$ cat src/rtl/sdr_seq_pkg.sv
package sdr_seq_pkg;

  typedef enum logic [2:0] {
    OP_NOP   = 3'd0,
    OP_MRS   = 3'd1,
    OP_READ  = 3'd2,
    OP_WRITE = 3'd3,
    OP_STOP  = 3'd4,
    OP_PRE   = 3'd5
  } op_e;

  typedef struct packed {
    logic [2:0] len_code;
    logic       ilv;
    logic       lat3;
    logic       wr_one;
  } mode_t;

  localparam mode_t MODE_RESET = '{len_code: 3'b000, ilv: 1'b0, lat3: 1'b0, wr_one: 1'b0};

endpackage

$ cat src/rtl/sdr_mode_reg.sv
module sdr_mode_reg
  import sdr_seq_pkg::*;
#(
  parameter int ADDR_W = 13,
  parameter int GAP    = 2
) (
  input  logic              clk,
  input  logic              rst_n,
  input  logic              load,
  input  logic [ADDR_W-1:0] word,
  output mode_t             cfg,
  output logic              err,
  output logic              busy
);

  localparam int GW = $clog2(GAP + 1);

  mode_t         cfg_q, cfg_d;
  logic          err_q, err_d;
  logic [GW-1:0] gap_q, gap_d;
  logic          ok_len, ok_lat, ok_op, legal;

  always_comb begin
    ok_len = (word[2] == 1'b0) || ((word[2:0] == 3'b111) && !word[3]);
    ok_lat = (word[6:5] == 2'b01);
    ok_op  = (word[8:7] == 2'b00);
    legal  = ok_len && ok_lat && ok_op;

    cfg_d = cfg_q;
    err_d = 1'b0;
    gap_d = gap_q;
    if (load) begin
      gap_d = GW'(GAP - 1);
      if (legal) begin
        cfg_d.len_code = word[2:0];
        cfg_d.ilv      = word[3];
        cfg_d.lat3     = word[4];
        cfg_d.wr_one   = word[9];
      end else begin
        err_d = 1'b1;
      end
    end else if (gap_q != '0) begin
      gap_d = gap_q - GW'(1);
    end
  end

  always_ff @(posedge clk or negedge rst_n) begin
    if (!rst_n) begin
      cfg_q <= MODE_RESET;
      err_q <= 1'b0;
      gap_q <= '0;
    end else begin
      if (load) cfg_q <= cfg_d;
      err_q <= err_d;
      gap_q <= gap_d;
    end
  end

  assign cfg  = cfg_q;
  assign err  = err_q;
  assign busy = (gap_q != '0);

  AST_MRS_HOLDOFF: assert property (@(posedge clk) disable iff (!rst_n)
    load |=> busy);
  AST_RSVD_KEEPS_CFG: assert property (@(posedge clk) disable iff (!rst_n)
    err |-> $stable(cfg_q));
  AST_LEN_LEGAL: assert property (@(posedge clk) disable iff (!rst_n)
    cfg_q.len_code[2] |-> (cfg_q.len_code == 3'b111 && !cfg_q.ilv));

endmodule

$ cat src/rtl/sdr_burst_gen.sv
module sdr_burst_gen
  import sdr_seq_pkg::*;
#(
  parameter int COL_W  = 9,
  parameter int BANK_W = 2,
  parameter int ADDR_W = 13,
  parameter int AP_BIT = 10
) (
  input  logic              clk,
  input  logic              rst_n,
  input  logic [2:0]        op,
  input  logic [BANK_W-1:0] bank,
  input  logic [ADDR_W-1:0] addr,
  input  logic              dqm,
  input  mode_t             cfg,
  output logic              beat_vld,
  output logic              beat_we,
  output logic              beat_rd,
  output logic [BANK_W-1:0] beat_bank,
  output logic [COL_W-1:0]  beat_col
);

  function automatic logic [COL_W-1:0] order_col(
    input logic [COL_W-1:0] s, input logic [COL_W-1:0] n,
    input logic [COL_W-1:0] m, input logic il);
    if (il) order_col = s ^ (n & m);
    else    order_col = (s & ~m) | ((s + n) & m);
  endfunction

  logic              act_q, act_d, wr_q, wr_d, full_q, full_d, il_q, il_d;
  logic [BANK_W-1:0] bank_q, bank_d;
  logic [COL_W-1:0]  start_q, start_d, cnt_q, cnt_d, msk_q, msk_d;
  logic              st_en;

  logic              is_rd, is_wr, new_cmd, stop_hit;
  logic [2:0]        eff_code;
  logic [COL_W-1:0]  msk_new;
  logic              full_new;

  logic              emit, emit_wr;
  logic [COL_W-1:0]  emit_col;
  logic [BANK_W-1:0] emit_bank;

  always_comb begin
    is_rd    = (op == OP_READ);
    is_wr    = (op == OP_WRITE);
    new_cmd  = is_rd || is_wr;
    stop_hit = act_q && ((op == OP_STOP) ||
               ((op == OP_PRE) && (addr[AP_BIT] || (bank == bank_q))));
    eff_code = (is_wr && cfg.wr_one) ? 3'b000 : cfg.len_code;
    full_new = (eff_code == 3'b111);
    msk_new  = full_new ? {COL_W{1'b1}}
                        : COL_W'((32'd1 << eff_code[1:0]) - 32'd1);
    st_en    = new_cmd || act_q;

    act_d = act_q;  wr_d = wr_q;  full_d = full_q;  il_d = il_q;
    bank_d = bank_q; start_d = start_q; cnt_d = cnt_q; msk_d = msk_q;
    emit = 1'b0; emit_wr = 1'b0; emit_col = '0; emit_bank = bank_q;

    if (new_cmd) begin
      act_d     = full_new || (msk_new != '0);
      wr_d      = is_wr;
      full_d    = full_new;
      il_d      = cfg.ilv;
      bank_d    = bank;
      start_d   = addr[COL_W-1:0];
      cnt_d     = COL_W'(1);
      msk_d     = msk_new;
      emit      = 1'b1;
      emit_wr   = is_wr;
      emit_col  = addr[COL_W-1:0];
      emit_bank = bank;
    end else if (stop_hit) begin
      act_d = 1'b0;
    end else if (act_q) begin
      emit     = 1'b1;
      emit_wr  = wr_q;
      emit_col = order_col(start_q, cnt_q, msk_q, il_q);
      cnt_d    = cnt_q + COL_W'(1);
      if (!full_q && (cnt_q == msk_q)) act_d = 1'b0;
    end
  end

  always_ff @(posedge clk or negedge rst_n) begin
    if (!rst_n) begin
      act_q <= 1'b0; wr_q <= 1'b0; full_q <= 1'b0; il_q <= 1'b0;
      bank_q <= '0; start_q <= '0; cnt_q <= '0; msk_q <= '0;
    end else if (st_en) begin
      act_q <= act_d; wr_q <= wr_d; full_q <= full_d; il_q <= il_d;
      bank_q <= bank_d; start_q <= start_d; cnt_q <= cnt_d; msk_q <= msk_d;
    end
  end

  always_ff @(posedge clk or negedge rst_n) begin
    if (!rst_n) begin
      beat_vld  <= 1'b0;
      beat_we   <= 1'b0;
      beat_rd   <= 1'b0;
      beat_bank <= '0;
      beat_col  <= '0;
    end else begin
      beat_vld  <= emit;
      beat_we   <= emit && emit_wr && !dqm;
      beat_rd   <= emit && !emit_wr;
      beat_bank <= emit_bank;
      beat_col  <= emit_col;
    end
  end

  AST_WR_MASKED: assert property (@(posedge clk) disable iff (!rst_n)
    dqm |=> !beat_we);
  AST_STOP_NO_BEAT: assert property (@(posedge clk) disable iff (!rst_n)
    (op == OP_STOP) |=> !beat_vld);
  AST_PAGE_RUNS: assert property (@(posedge clk) disable iff (!rst_n)
    (act_q && full_q && op == OP_NOP) |=> beat_vld);

endmodule

$ cat src/rtl/sdr_rd_pipe.sv
module sdr_rd_pipe #(
  parameter int MIN_LAT = 2,
  parameter int MAX_LAT = 3,
  parameter int SEL_W   = 1
) (
  input  logic             clk,
  input  logic             rst_n,
  input  logic             beat_rd,
  input  logic             dqm,
  input  logic [SEL_W-1:0] lat_sel,
  output logic             rd_oe
);

  localparam int TAPS = MAX_LAT - MIN_LAT + 1;

  logic [TAPS-1:0] tap;
  logic            dqm_q, oe_d, oe_q;

  assign tap[0] = beat_rd;

  for (genvar g = 1; g < TAPS; g++) begin : g_stage
    logic stg_q;
    always_ff @(posedge clk or negedge rst_n) begin
      if (!rst_n) stg_q <= 1'b0;
      else        stg_q <= tap[g-1];
    end
    assign tap[g] = stg_q;
  end

  always_comb begin
    oe_d = tap[lat_sel] && !dqm_q;
  end

  always_ff @(posedge clk or negedge rst_n) begin
    if (!rst_n) begin
      dqm_q <= 1'b0;
      oe_q  <= 1'b0;
    end else begin
      dqm_q <= dqm;
      oe_q  <= oe_d;
    end
  end

  assign rd_oe = oe_q;

  AST_OE_MASK_LAT: assert property (@(posedge clk) disable iff (!rst_n)
    rd_oe |-> $past(!dqm, 2));
  AST_OE_FROM_READ: assert property (@(posedge clk) disable iff (!rst_n)
    rd_oe |-> ($past(beat_rd, 1) || $past(beat_rd, 2)));

endmodule

$ cat src/rtl/sdr_burst_seq.sv
module sdr_burst_seq
  import sdr_seq_pkg::*;
#(
  parameter int COL_W   = 9,
  parameter int BANK_W  = 2,
  parameter int ADDR_W  = 13,
  parameter int MRS_GAP = 2
) (
  input  logic              clk,
  input  logic              rst_n,
  input  logic [2:0]        cmd_op,
  input  logic [BANK_W-1:0] cmd_bank,
  input  logic [ADDR_W-1:0] cmd_addr,
  input  logic              dqm,
  output logic              beat_vld,
  output logic              beat_we,
  output logic [BANK_W-1:0] beat_bank,
  output logic [COL_W-1:0]  beat_col,
  output logic              rd_oe,
  output logic              mode_err,
  output logic              mode_busy
);

  localparam int AP_BIT  = 10;
  localparam int MIN_LAT = 2;
  localparam int MAX_LAT = 3;

  mode_t cfg;
  logic  beat_rd;

  sdr_mode_reg #(.ADDR_W(ADDR_W), .GAP(MRS_GAP)) u_mode (
    .clk  (clk),
    .rst_n(rst_n),
    .load (cmd_op == OP_MRS),
    .word (cmd_addr),
    .cfg  (cfg),
    .err  (mode_err),
    .busy (mode_busy)
  );

  sdr_burst_gen #(.COL_W(COL_W), .BANK_W(BANK_W), .ADDR_W(ADDR_W), .AP_BIT(AP_BIT)) u_gen (
    .clk      (clk),
    .rst_n    (rst_n),
    .op       (cmd_op),
    .bank     (cmd_bank),
    .addr     (cmd_addr),
    .dqm      (dqm),
    .cfg      (cfg),
    .beat_vld (beat_vld),
    .beat_we  (beat_we),
    .beat_rd  (beat_rd),
    .beat_bank(beat_bank),
    .beat_col (beat_col)
  );

  sdr_rd_pipe #(.MIN_LAT(MIN_LAT), .MAX_LAT(MAX_LAT), .SEL_W(1)) u_rd (
    .clk    (clk),
    .rst_n  (rst_n),
    .beat_rd(beat_rd),
    .dqm    (dqm),
    .lat_sel(cfg.lat3),
    .rd_oe  (rd_oe)
  );

endmodule

$ cat config.mk
export PLATFORM = sky130hd
export DESIGN_NAME = sdr_burst_seq
export DESIGN_NICKNAME = d
export VERILOG_FILES = /design/src/rtl/sdr_seq_pkg.sv /design/src/rtl/sdr_mode_reg.sv /design/src/rtl/sdr_burst_gen.sv /design/src/rtl/sdr_rd_pipe.sv /design/src/rtl/sdr_burst_seq.sv
export SDC_FILE = /design/constraint.sdc
export NUM_CORES = 1
export LEC_CHECK = 0
export BUFFER_PORTS_ARGS = -buffer_cell sky130_fd_sc_hd__buf_2
export CAP_MARGIN = 25
export CORE_ASPECT_RATIO = 1.4
export CORE_MARGIN = 3
export CORE_UTILIZATION = 58
export CTS_CLUSTER_SIZE = 16
export DETAILED_ROUTE_END_ITERATION = 10
export PLACE_DENSITY = 0.83
export SLEW_MARGIN = 20
export SYNTH_ARGS = -nofsm -noshare
export SYNTH_HDL_FRONTEND = slang
export SYNTH_SLANG_ARGS = --single-unit
$ cat constraint.sdc
create_clock -name clk -period 2.55 [get_ports clk]
set_input_delay 0.255 -clock clk [delete_from_list [all_inputs] [get_ports clk]]
set_output_delay 0.255 -clock clk [all_outputs]
set_load 0.02 [all_outputs]
==> results.md <==
- Remaining DRCs: 0
- Hold Buf Count CTS: 0
- Clk_skew: between 0.007 and 0.008 ns
- Die height: between 90 and 100 µm
- Initial DRC count: ~200
- Area contributors post-synth: dfrtp_1 44%, nand2_1 8.6%, ha_1 7.5%
- Clk_lat worst skew: 0.31 ns
- Yosys top cell by area: dfrtp_1
- Synthesized area: approximately 0.0032 mm²
- Number of synthesized register bits: 56
- Per-cell routed wire length: approximately 17 µm
- XOR/XNOR share of the synthesized area: between 4 and 5%
- Finished Core Util: between 60% and 70%
- Post-route antenna net violation count: 0
- Routed vias/inst: around 6.1
- Vias in the first global route: roughly 2600
- Mean Syn Cell Area: ~9.5 µm²
- Cells after synthesis: approximately 330
- Worst EP arrival: roughly 2.6 ns
- I/O Buffers: 34
- Reg area: about 0.0014 mm²
- Fill cells: between 400 and 500
- Syn. warnings: 0
- Multi-input gate area: 0.00169 mm²
- Dominant synthesized flop cell: dfrtp_1
- Largest net degree at the start of global routing: 42
- Vias post-DR: approximately 2700
- PwrDens: 658 mW/mm²
- Worst R2R Path Depth: 7
- PostCTS Resize Cnt: 0
- Net count after synthesis: around 380
- Core box area: about 0.0052 mm²
- Top-count cell post-synth: nand2_1
- Clock Tree Root: clkbuf_8
- Finish-stage setup viols: 0
- Minimum clock period: roughly 2.4 ns
- Placed Cells: 430
- Adder-Cell Fraction of Synth Area: slightly above 8%
- Final Power: between 2000 and 2500 µW
- Die area: around 0.0064 mm²
- Final setup TNS: 0 ns
- H-Tree Depth: 2
- GR Overflow Total: 0
- Setup ws final: just under 0.2 ns
- CTS tree: yes
- Final Cycle Share: between 90% and 100%
- Clock Path Buffers: 2
- End of the worst register-to-register path: u_gen.beat_col[8]
- Post-synth ARST share: 100%
- Peak VDD IR: about 0.37 mV
- Dpl hpwl: roughly 5.4 mm
- Largest family of logic cells by synthesized area: simple AND/OR/NAND/NOR gates
- Slew Limit Headroom: around 39%
- Ports: 37
- Final Wtd Congestion: slightly below 0.9
- Leak: ~0.0018 µW
- Row count: 31
- CP startpoint kind: register
- Overall routed net length: 7.55 mm
- Number of synthesized flops with an enable pin: 0
- CP required: approximately 2.8 ns
- Status: completed
- Nets: between 400 and 500
- Critical path origin: u_gen.start_q[0]
- Pre-Repair DR Iteration Count: 4
- Antenna Cells: 0
- Fin cells: roughly 440
- CTS buffer count: 5
- Setup bufs post-CTS: 0
- Reg-to-Reg Start: u_gen.start_q[0]
- Overall routing resource usage: roughly 26%
- Mux cell area share after synthesis: 3.96%
- Synth Area in Simple Gates: 18.4%
- Pre-CTS WS: 0.267 ns
- Crit Path Max Fanout: 4
- Layout cells sized above 1: around 17%
- # clock sinks: 56
- Global-route wire length before repair: approximately 12 mm
- Most instantiated cells after synthesis: 73 x nand2_1, 56 x dfrtp_1, 21 x nor2_1
- Max-cap violations: 0
- Flop2flop setup slack: 0.20 ns
- Hold WC Path Type: in2async
- Critical path class: reg2reg
- Final Hold Violating Endpoints: 0
- Synth top area share: 44.0%
- Pins over their slew limit: 0
- Sequential area share after synthesis: 44.0%
- Initial antenna violation count: 0
- Synth Area in Compound Gates: between 10% and 20%
- Achievable frequency: roughly 430 MHz
- Crit. End Element: register
- Chip width: a little under 70 µm
- Worst-Margin Slew: about 0.91 ns
- Starting density of the core: between 60% and 70%
- Count of different cell masters after synthesis: slightly above 60
- P&R area growth vs syn: 12.2%
- Worst-path clk slew: 0.10 ns
- Unrepaired setup endpoints after global routing: false
==> per-layer routing <==
| layer | up-vias | track usage (%) | share of wire, % |
|---|---|---|---|
| met4 | 0 | 12.6 | 3.8 |
| met2 | 96 | 43.0 | 53 |
| met1 | 1311 | 30.6 | 38 |
| li1 | 1249 | - | - |
| met5 | - | 0 | 0 |
| met3 | 24 | 3.95 | 5.7 |
==> cells in the final DEF, fill, tap and decap left out, types with 6 or more instances in the layout <==
cell type,instances
mux2_1,7
nor2_1,21
o21ai_0,8
xor2_1,7
a21oi_1,13
a31oi_1,6
buf_2,34
dfrtp_1,56
and2_1,6
ha_1,19
inv_1,10
nand2_1,73
buf_4,9
xnor2_1,11
==> cell type report <==
| cell class | instances | share of cell area (%) |
|---|---|---|
| inverter | 11 | 1.15 |
| clock inverter | 2 | 1.68 |
| clock buffer | 5 | 1.92 |
| sequential | 56 | 39.2 |
| tap | 66 | 2.31 |
| timing repair buffer | 43 | 6.64 |
| multi-input combinational | 254 | 47.1 |
==> registers in the layout (all words and copies together) (netlist names), 2 cells and up <==
| register | count |
|---|---|
| u_gen.beat_col | 9 |
| u_gen.beat_bank | 2 |
| u_gen.cnt_q | 9 |
| u_gen.start_q | 9 |
| u_mode.cfg | 6 |
| u_gen.bank_q | 2 |
| u_mode.gap_q | 2 |
| u_gen.msk_q | 6 |
==> report_power, final <==
part / internal, µW / leakage [µW] / switching [µW] / total, µW
Sequential: 979 / 0.000733 / 97.7 / 1080
Combinational: 259 / 0.00101 / 352 / 611
Clock: 387 / 0.0000642 / 279 / 665
Total: 1620 / 0.00180 / 728 / 2350
==> worst max-delay path by stage <==
stage / to / slack, ns / cells after the start
final: u_gen.beat_col[8] / 0.20 / 7
after global routing: u_gen.beat_col[8] / 0.12 / 7
after CTS: u_gen.beat_col[8] / 0.24 / 7
after detailed placement: u_gen.beat_col[8] / 0.27 / 7
after global placement: u_gen.beat_col[8] / 0.38 / 7
after floorplan: u_gen.beat_col[8] / 0.48 / 7
==> logic make-up (layout without fill, tap and decap cells) <==
| group | Yosys count | in the layout |
|---|---|---|
| adders and majority gates | 20 | 20 |
| DFF | 56 | 56 |
| buffers and inverters | 24 | 61 |
| and+or+nand+nor | 130 | 130 |
| AOI/OAI and AO/OA | 75 | 75 |
| muxes | 11 | 11 |
| xor gates and xnor gates | 18 | 18 |
==> metrics by stage <==
stage / hold WS, ns / cell area [µm²]
after floorplan: -0.0406 / 3190
after global placement: 0.362 / 3450
after detailed placement: 0.381 / 3450
after CTS: 0.0664 / 3580
after global routing: 0.0707 / 3580
final: 0.0661 / 3580
==> critical path, cell delays in order (launching register included) <==
cell       delay, ns
dfrtp_1         0.44
ha_1            0.26
fa_1            0.43
a211o_1         0.34
o2111ai_1       0.18
a31oi_1         0.17
xnor2_1         0.15
a211oi_1        0.27
Power figures use the tool's default switching activity.
